[config.mk]
export PLATFORM = sky130hd
export DESIGN_NAME = warp_locality_classifier
export DESIGN_NICKNAME = d
export VERILOG_FILES = /design/src/rtl/wlc_pkg.sv /design/src/rtl/wlc_interval_timer.sv /design/src/rtl/wlc_warp_stats.sv /design/src/rtl/wlc_ratio_decide.sv /design/src/rtl/warp_locality_classifier.sv
export SDC_FILE = /design/constraint.sdc
export NUM_CORES = 2
export LEC_CHECK = 0
export BUFFER_PORTS_ARGS = -buffer_cell sky130_fd_sc_hd__buf_2
export CAP_MARGIN = 40
export CORE_MARGIN = 2
export CORE_UTILIZATION = 45
export CTS_CLUSTER_SIZE = 28
export DETAILED_ROUTE_END_ITERATION = 16
export GPL_TIMING_DRIVEN = 0
export PLACE_DENSITY_LB_ADDON = 0.1
export SLEW_MARGIN = 20
export SYNTH_ARGS = -nofsm -noshare
export SYNTH_HDL_FRONTEND = slang
export SYNTH_SLANG_ARGS = --single-unit
export TNS_END_PERCENT = 100
[constraint.sdc]
create_clock -name clk -period 4.77 [get_ports clk]
set_clock_uncertainty 0.2 [all_clocks]
set_input_delay 0.2385 -clock clk [delete_from_list [all_inputs] [get_ports clk]]
set_output_delay 0.2385 -clock clk [all_outputs]
set_load 0.01 [all_outputs]
[src/rtl/wlc_pkg.sv]
// Package: shared class encoding for the warp locality classifier.
// Assumes: the numeric order of the codes follows locality, from best to worst.
package wlc_pkg;

    typedef enum logic [2:0] {
        LC_ALL_HIT      = 3'd0,
        LC_MOSTLY_HIT   = 3'd1,
        LC_BALANCED     = 3'd2,
        LC_MOSTLY_MISS  = 3'd3,
        LC_ALL_MISS     = 3'd4
    } loc_class_e;

    localparam int unsigned CLASS_W = 3;

endpackage

[src/rtl/wlc_interval_timer.sv]
// Module: wlc_interval_timer
// Counts clock cycles and raises `tick` for one cycle in the last cycle of
// every profiling interval of INTERVAL cycles.
// Assumes: INTERVAL >= 2; the counter restarts from zero on reset.
module wlc_interval_timer #(
    parameter int unsigned INTERVAL = 4096
) (
    input  logic clk,
    input  logic rst_n,
    output logic tick
);
    localparam int unsigned TW = (INTERVAL > 2) ? $clog2(INTERVAL) : 1;
    localparam logic [TW-1:0] LAST = TW'(INTERVAL - 1);

    logic [TW-1:0] cnt_q;

    assign tick = (cnt_q == LAST);

    // Advance the cycle count and wrap to zero after the last cycle.
    always_ff @(posedge clk) begin
        if (!rst_n) begin
            cnt_q <= '0;
        end else if (tick) begin
            cnt_q <= '0;
        end else begin
            cnt_q <= cnt_q + 1'b1;
        end
    end

endmodule

[src/rtl/wlc_warp_stats.sv]
// Module: wlc_warp_stats
// Holds the hit and access counters of one warp.
// Assumes: `clr` takes precedence over `inc`. When the access counter is full,
// the lookup is ignored so that hits never exceed accesses.
module wlc_warp_stats #(
    parameter int unsigned CNT_W = 10
) (
    input  logic             clk,
    input  logic             rst_n,
    input  logic             clr,
    input  logic             inc,
    input  logic             hit,
    output logic [CNT_W-1:0] hits,
    output logic [CNT_W-1:0] acc
);
    localparam logic [CNT_W-1:0] CNT_MAX = {CNT_W{1'b1}};

    logic full;
    assign full = (acc == CNT_MAX);

    // Clear at the boundary, otherwise count accepted lookups without overflow.
    always_ff @(posedge clk) begin
        if (!rst_n) begin
            hits <= '0;
            acc  <= '0;
        end else if (clr) begin
            hits <= '0;
            acc  <= '0;
        end else if (inc && !full) begin
            acc <= acc + 1'b1;
            if (hit) begin
                hits <= hits + 1'b1;
            end
        end
    end

endmodule

[src/rtl/wlc_ratio_decide.sv]
// Module: wlc_ratio_decide
// Combinational mapping from a warp's (hits, accesses) to a locality class.
// Ratios are compared by cross-multiplication, so no divider is needed.
// Assumes: hits <= acc; thresholds satisfy LO_NUM/LO_DEN < HI_NUM/HI_DEN.
module wlc_ratio_decide
    import wlc_pkg::*;
#(
    parameter int unsigned CNT_W  = 10,
    parameter int unsigned HI_NUM = 7,
    parameter int unsigned HI_DEN = 10,
    parameter int unsigned LO_NUM = 2,
    parameter int unsigned LO_DEN = 10
) (
    input  logic [CNT_W-1:0]   hits,
    input  logic [CNT_W-1:0]   acc,
    output logic [CLASS_W-1:0] cls
);
    localparam int unsigned PROD_W = CNT_W + 16;

    logic [PROD_W-1:0] hit_hi, acc_hi, hit_lo, acc_lo;

    // Scale both sides of each threshold comparison.
    always_comb begin
        hit_hi = PROD_W'(hits) * PROD_W'(HI_DEN);
        acc_hi = PROD_W'(acc)  * PROD_W'(HI_NUM);
        hit_lo = PROD_W'(hits) * PROD_W'(LO_DEN);
        acc_lo = PROD_W'(acc)  * PROD_W'(LO_NUM);
    end

    // Pick the class; the exact cases come before the ratio bands.
    always_comb begin
        if (acc == '0) begin
            cls = LC_BALANCED;
        end else if (hits == acc) begin
            cls = LC_ALL_HIT;
        end else if (hits == '0) begin
            cls = LC_ALL_MISS;
        end else if (hit_hi >= acc_hi) begin
            cls = LC_MOSTLY_HIT;
        end else if (hit_lo <= acc_lo) begin
            cls = LC_MOSTLY_MISS;
        end else begin
            cls = LC_BALANCED;
        end
    end

endmodule

[src/rtl/warp_locality_classifier.sv]
// Module: warp_locality_classifier (top)
// Profiles each warp's shared-cache hit ratio over fixed intervals. At each
// interval boundary it latches a five-level locality class per warp and
// clears the statistics. The query port reads the latched class in the same cycle.
// Assumes: at most one lookup per cycle; a lookup in the boundary cycle is dropped.
module warp_locality_classifier
    import wlc_pkg::*;
#(
    parameter int unsigned NUM_WARPS = 32,
    parameter int unsigned CNT_W     = 10,
    parameter int unsigned INTERVAL  = 4096,
    parameter int unsigned HI_NUM    = 7,
    parameter int unsigned HI_DEN    = 10,
    parameter int unsigned LO_NUM    = 2,
    parameter int unsigned LO_DEN    = 10,
    localparam int unsigned WID_W    = (NUM_WARPS > 1) ? $clog2(NUM_WARPS) : 1
) (
    input  logic             clk,
    input  logic             rst_n,
    input  logic             lk_valid,
    input  logic [WID_W-1:0] lk_warp,
    input  logic             lk_hit,
    input  logic [WID_W-1:0] qry_warp,
    output logic [2:0]       qry_class
);
    logic                           tick;
    logic [NUM_WARPS*CNT_W-1:0]     hit_flat;
    logic [NUM_WARPS*CNT_W-1:0]     acc_flat;
    logic [NUM_WARPS*CLASS_W-1:0]   next_flat;
    logic [NUM_WARPS*CLASS_W-1:0]   cls_flat;

    wlc_interval_timer #(.INTERVAL(INTERVAL)) u_timer (
        .clk   (clk),
        .rst_n (rst_n),
        .tick  (tick)
    );

    for (genvar g = 0; g < NUM_WARPS; g++) begin : g_warp
        logic sel;
        assign sel = lk_valid && (lk_warp == WID_W'(g)) && !tick;

        wlc_warp_stats #(.CNT_W(CNT_W)) u_stats (
            .clk   (clk),
            .rst_n (rst_n),
            .clr   (tick),
            .inc   (sel),
            .hit   (lk_hit),
            .hits  (hit_flat[g*CNT_W +: CNT_W]),
            .acc   (acc_flat[g*CNT_W +: CNT_W])
        );

        wlc_ratio_decide #(
            .CNT_W  (CNT_W),
            .HI_NUM (HI_NUM),
            .HI_DEN (HI_DEN),
            .LO_NUM (LO_NUM),
            .LO_DEN (LO_DEN)
        ) u_decide (
            .hits (hit_flat[g*CNT_W +: CNT_W]),
            .acc  (acc_flat[g*CNT_W +: CNT_W]),
            .cls  (next_flat[g*CLASS_W +: CLASS_W])
        );

        // Hold the class for the whole interval; reload only at the boundary.
        always_ff @(posedge clk) begin
            if (!rst_n) begin
                cls_flat[g*CLASS_W +: CLASS_W] <= LC_BALANCED;
            end else if (tick) begin
                cls_flat[g*CLASS_W +: CLASS_W] <= next_flat[g*CLASS_W +: CLASS_W];
            end
        end
    end

    // Combinational read of the addressed warp's class.
    always_comb begin
        qry_class = cls_flat[qry_warp*CLASS_W +: CLASS_W];
    end

endmodule

==> flow_summary.json <==
{
  "die_height_microns": 447,
  "antenna_found_initial": 20,
  "first_pass_iters": 5,
  "synthAdderAreaFrac_pct": 37.1,
  "hold_viol": 0,
  "synth_ff_type": "dfxtp_1",
  "regToRegSetupSlack_ps": 180,
  "n_fill_cell": 18600,
  "cts_buffer_depth": 3,
  "ys_ff_latch": 748,
  "viasPerCell": 5.52,
  "rr_worst_depth": 17,
  "multi_input_area_sq_mm": 0.0705,
  "crit_type": "reg2reg",
  "synth.distinct_cells": 86,
  "synth-xor-area-share_pct": 12.5,
  "crit_path_max_incr_delay_ps": 500,
  "dieArea_sq_mm": 0.200,
  "postRouteAntennaNets": 0,
  "min_path_type": "in2reg",
  "track_usage_pct": 24.6,
  "worst_r2r_startpoint": "g_warp[6].u_stats.acc[1]$_SDFFE_PP0P_",
  "grt_pass1_vias": 70300,
  "drive_above_1_share_pct": 5.91,
  "drc": 0,
  "max-slew-margin-rel_pct": 40.5,
  "cts_max_level": 3,
  "grt-busiest-layer": "met2",
  "utilization_pct": 49.6,
  "period_share_pct": 96.3,
  "async_flop_share_pct": 0,
  "start_kind": "register",
  "whs_ps": 88.4,
  "critical_path.max_fanout": 7,
  "synth_compound_area_share_pct": 11.8,
  "hp-start": "lk_warp[2]",
  "wl_per_cell_microns": 19.2,
  "cts_buffers": 96,
  "die_x_microns": 447,
  "report.final.slew_viol_count": 0,
  "grt_pass1_wl_mm": 393,
  "outcome": "finished clean",
  "syn_nets": 12400,
  "grt_use_met2_pct": 40.9,
  "core_area_sq_mm": 0.195,
  "syn_area_sq_mm": 0.0882,
  "grt_util_met3_pct": 2.33,
  "leakagePower_nw": 47.3,
  "hpwl_mm": 197,
  "num_vias": 71100,
  "worstHoldPathCells": 6,
  "clk_latency_ps": 760,
  "cp.required_ps": 5220,
  "synth_top_family_by_area": "adder cells",
  "pin_count": 17,
  "synthCells": 9991,
  "min_to": "g_warp[12].u_stats.hits[0]$_SDFFE_PP0P_",
  "synth_edf_count": 0,
  "clk_pin_slew_ps": 70,
  "initial_utilization_pct": 45.3,
  "syn_area_per_cell_sq_um": 8.83,
  "worst_pin_slew_ps": 885,
  "placed_area_sq_mm": 0.0921,
  "max-cap-violations": 0,
  "fmax_mhz": 218,
  "rows": 162,
  "setup_viol": 0,
  "cts.sinks": 748,
  "io_buffer_count": 13,
  "syn2layout_area_growth_pct": 9.50,
  "cp_data_arrival_time_ps": 5050,
  "fin_nets": 12600,
  "place_congestion": 0.906,
  "yosys_warnings": 0,
  "drt-initial-drc-count": 4053,
  "routed_wl_mm": 247,
  "slowest_stage": "fa_1",
  "period_minus_slack_ps": 4590,
  "synth_mux_area_share_pct": 1.30,
  "path_cells": "fa_1 > ha_1 > a21o_1 > a21oi_2 > nand2b_1 > a21oi_1 > or4_4 > a31o_2 > a21oi_2 > xor2_1 > ha_1 > a21o_1 > a221oi_1 > o21ai_1 > a211oi_2 > a21boi_4 > o21ai_0",
  "cp_top_family": "compound AO/OA/AOI/OAI gates",
  "r2r-end": "cls_flat[18]$_SDFFE_PN0P_",
  "use_met1_pct": 33.8,
  "fin_area_sq_mm": 0.0966,
  "yosysSeqAreaShare_pct": 17.0,
  "rsz0062_at_grt": "true",
  "path_buf_inv": 0,
  "seq_area_sq_mm": 0.0153,
  "p_per_area_mw_per_mm2": 154,
  "cts_tree": "done",
  "cts_root_buf": "clkbuf_16",
  "worstSetupEndpointType": "register",
  "grt_overflow_total": 0,
  "grt_start_max_net_pins": 15,
  "vdd_drop_max_v": 0.000249,
  "yosys.area_share.simple_pct": 16.7
}
report_power, final:
| part | switching (mW) | internal [mW] | total (mW) | leakage (nW) |
|---|---|---|---|---|
| combinational | 0.424 | 0.144 | 0.568 | 39.5 |
| clock | 3.30 | 4.74 | 8.04 | 1.66 |
| sequential | 0.0157 | 6.22 | 6.24 | 6.11 |
| total | 3.74 | 11.1 | 14.8 | 47.3 |
flip-flops by register name (all words and copies together) (netlist names):
register,cells
g_warp.u_stats.acc,320
g_warp.u_stats.hits,320
cls_flat,96
u_timer.cnt_q,12
worst register-to-register path, stage by stage (launching register included):
cell      delay [ps]
dfxtp_4          380
fa_1             500
ha_1             310
a21o_1           190
a21oi_2          160
nand2b_1         120
a21oi_1          100
or4_4            430
a31o_2           250
a21oi_2          150
xor2_1           170
ha_1             260
a21o_1           190
a221oi_1         240
o21ai_1          120
a211oi_2         350
a21boi_4         270
o21ai_0          100
area by class of cell:
cell class                      count  area share (%)
Sequential cell                   748            15.8
Antenna cell                       10          0.0259
Timing Repair Buffer               84           0.857
Buffer                            180           0.777
Multi-Input combinational cell   8410            73.0
Clock buffer                      131            2.86
Clock inverter                     47           0.709
Tap cell                         2624            3.40
Inverter                          653            2.54
through the flow:
stage	power [mW]	std cells	setup TNS [ps]	setup slack (ps)
2_1_floorplan	6.65	9991	0	351
3_3_place_gp	6.93	12600	-81480	-1300
3_5_place_dp	6.97	12700	-7020	-578
4_1_cts	15.1	12800	-90.3	-90.3
5_1_grt	15.3	12900	-96.6	-39.5
6_report	14.8	12900	0	175
per-layer routing:
metal  up-vias  share of wire (%)
li1      35500                  -
met5         -                  0
met3       268                3.7
met4         0                2.6
met2      1095                 46
met1     34200                 48
logic make-up after synthesis:
logic type	after synthesis
buf+inv	833
mux	77
simple gates	3015
fa+ha+maj	2401
flops	748
xor+xnor	1262
compound gates	1655
how the worst max path moves through the flow:
stage                                                 startpoint  cells after the start  slack (ps)                        end
after floorplan           g_warp[11].u_stats.acc[3]$_SDFFE_PP0P_                     17         350  cls_flat[33]$_SDFFE_PN0P_
after global placement               u_timer.cnt_q[0]$_SDFF_PP0_                     10       -1300  cls_flat[51]$_SDFFE_PN0P_
after detailed placement   g_warp[8].u_stats.acc[3]$_SDFFE_PP0P_                     17        -580  cls_flat[24]$_SDFFE_PN0P_
after CTS                  g_warp[8].u_stats.acc[1]$_SDFFE_PP0P_                     17         -90  cls_flat[24]$_SDFFE_PN0P_
after global routing      g_warp[30].u_stats.acc[1]$_SDFFE_PP0P_                     17         -40  cls_flat[90]$_SDFFE_PN0P_
final                      g_warp[6].u_stats.acc[1]$_SDFFE_PP0P_                     17         180  cls_flat[18]$_SDFFE_PN0P_
layout by cell type, fill, tap and decap left out, types with 143 or more instances in the layout:
cell type / count
ha_1: 2049
nor2_1: 1001
xnor2_1: 749
inv_1: 653
dfxtp_1: 615
a21oi_1: 532
nand2_1: 532
xor2_1: 513
fa_1: 352
nand3_1: 351
o21ai_0: 345
nand4_1: 254
a21o_1: 194
and3_1: 168
clkbuf_1: 143
Yosys cell counts, drive strengths merged (42+ instances only):
| cell type | instances | area share (%) |
|---|---|---|
| mux2i | 44 | 0.50 |
| a21oi | 557 | 3.2 |
| nor4 | 75 | 0.56 |
| nand2b | 124 | 0.88 |
| a211oi | 70 | 0.61 |
| or4 | 47 | 0.40 |
| nor2 | 1005 | 4.3 |
| o21ai | 357 | 2.0 |
| o21a | 96 | 0.82 |
| nand4 | 254 | 1.8 |
| a21o | 194 | 1.7 |
| inv | 653 | 2.8 |
| nand2 | 533 | 2.3 |
| nor2b | 122 | 0.88 |
| or3 | 42 | 0.30 |
| xor2 | 513 | 5.1 |
| clkbuf | 155 | 0.66 |
| xnor2 | 749 | 7.4 |
| dfxtp | 748 | 17 |
| a31oi | 67 | 0.48 |
| nor3 | 155 | 0.93 |
| fa | 352 | 8.0 |
| nand3 | 354 | 2.0 |
| and4 | 50 | 0.50 |
| ha | 2049 | 29 |
| and3 | 171 | 1.2 |
what timing repair did:
action                                  in CTS  in global routing
gates resized for setup                     89                206
hold endpoints to repair                     7                  0
pin swaps                                    2                 41
endpoints found under the setup margin      42                 62
setup buffers                                0                 30
hold buffers                                 1                  0
gates cloned                                 0                  0
Note: power is estimated with default switching activity, not from simulation.
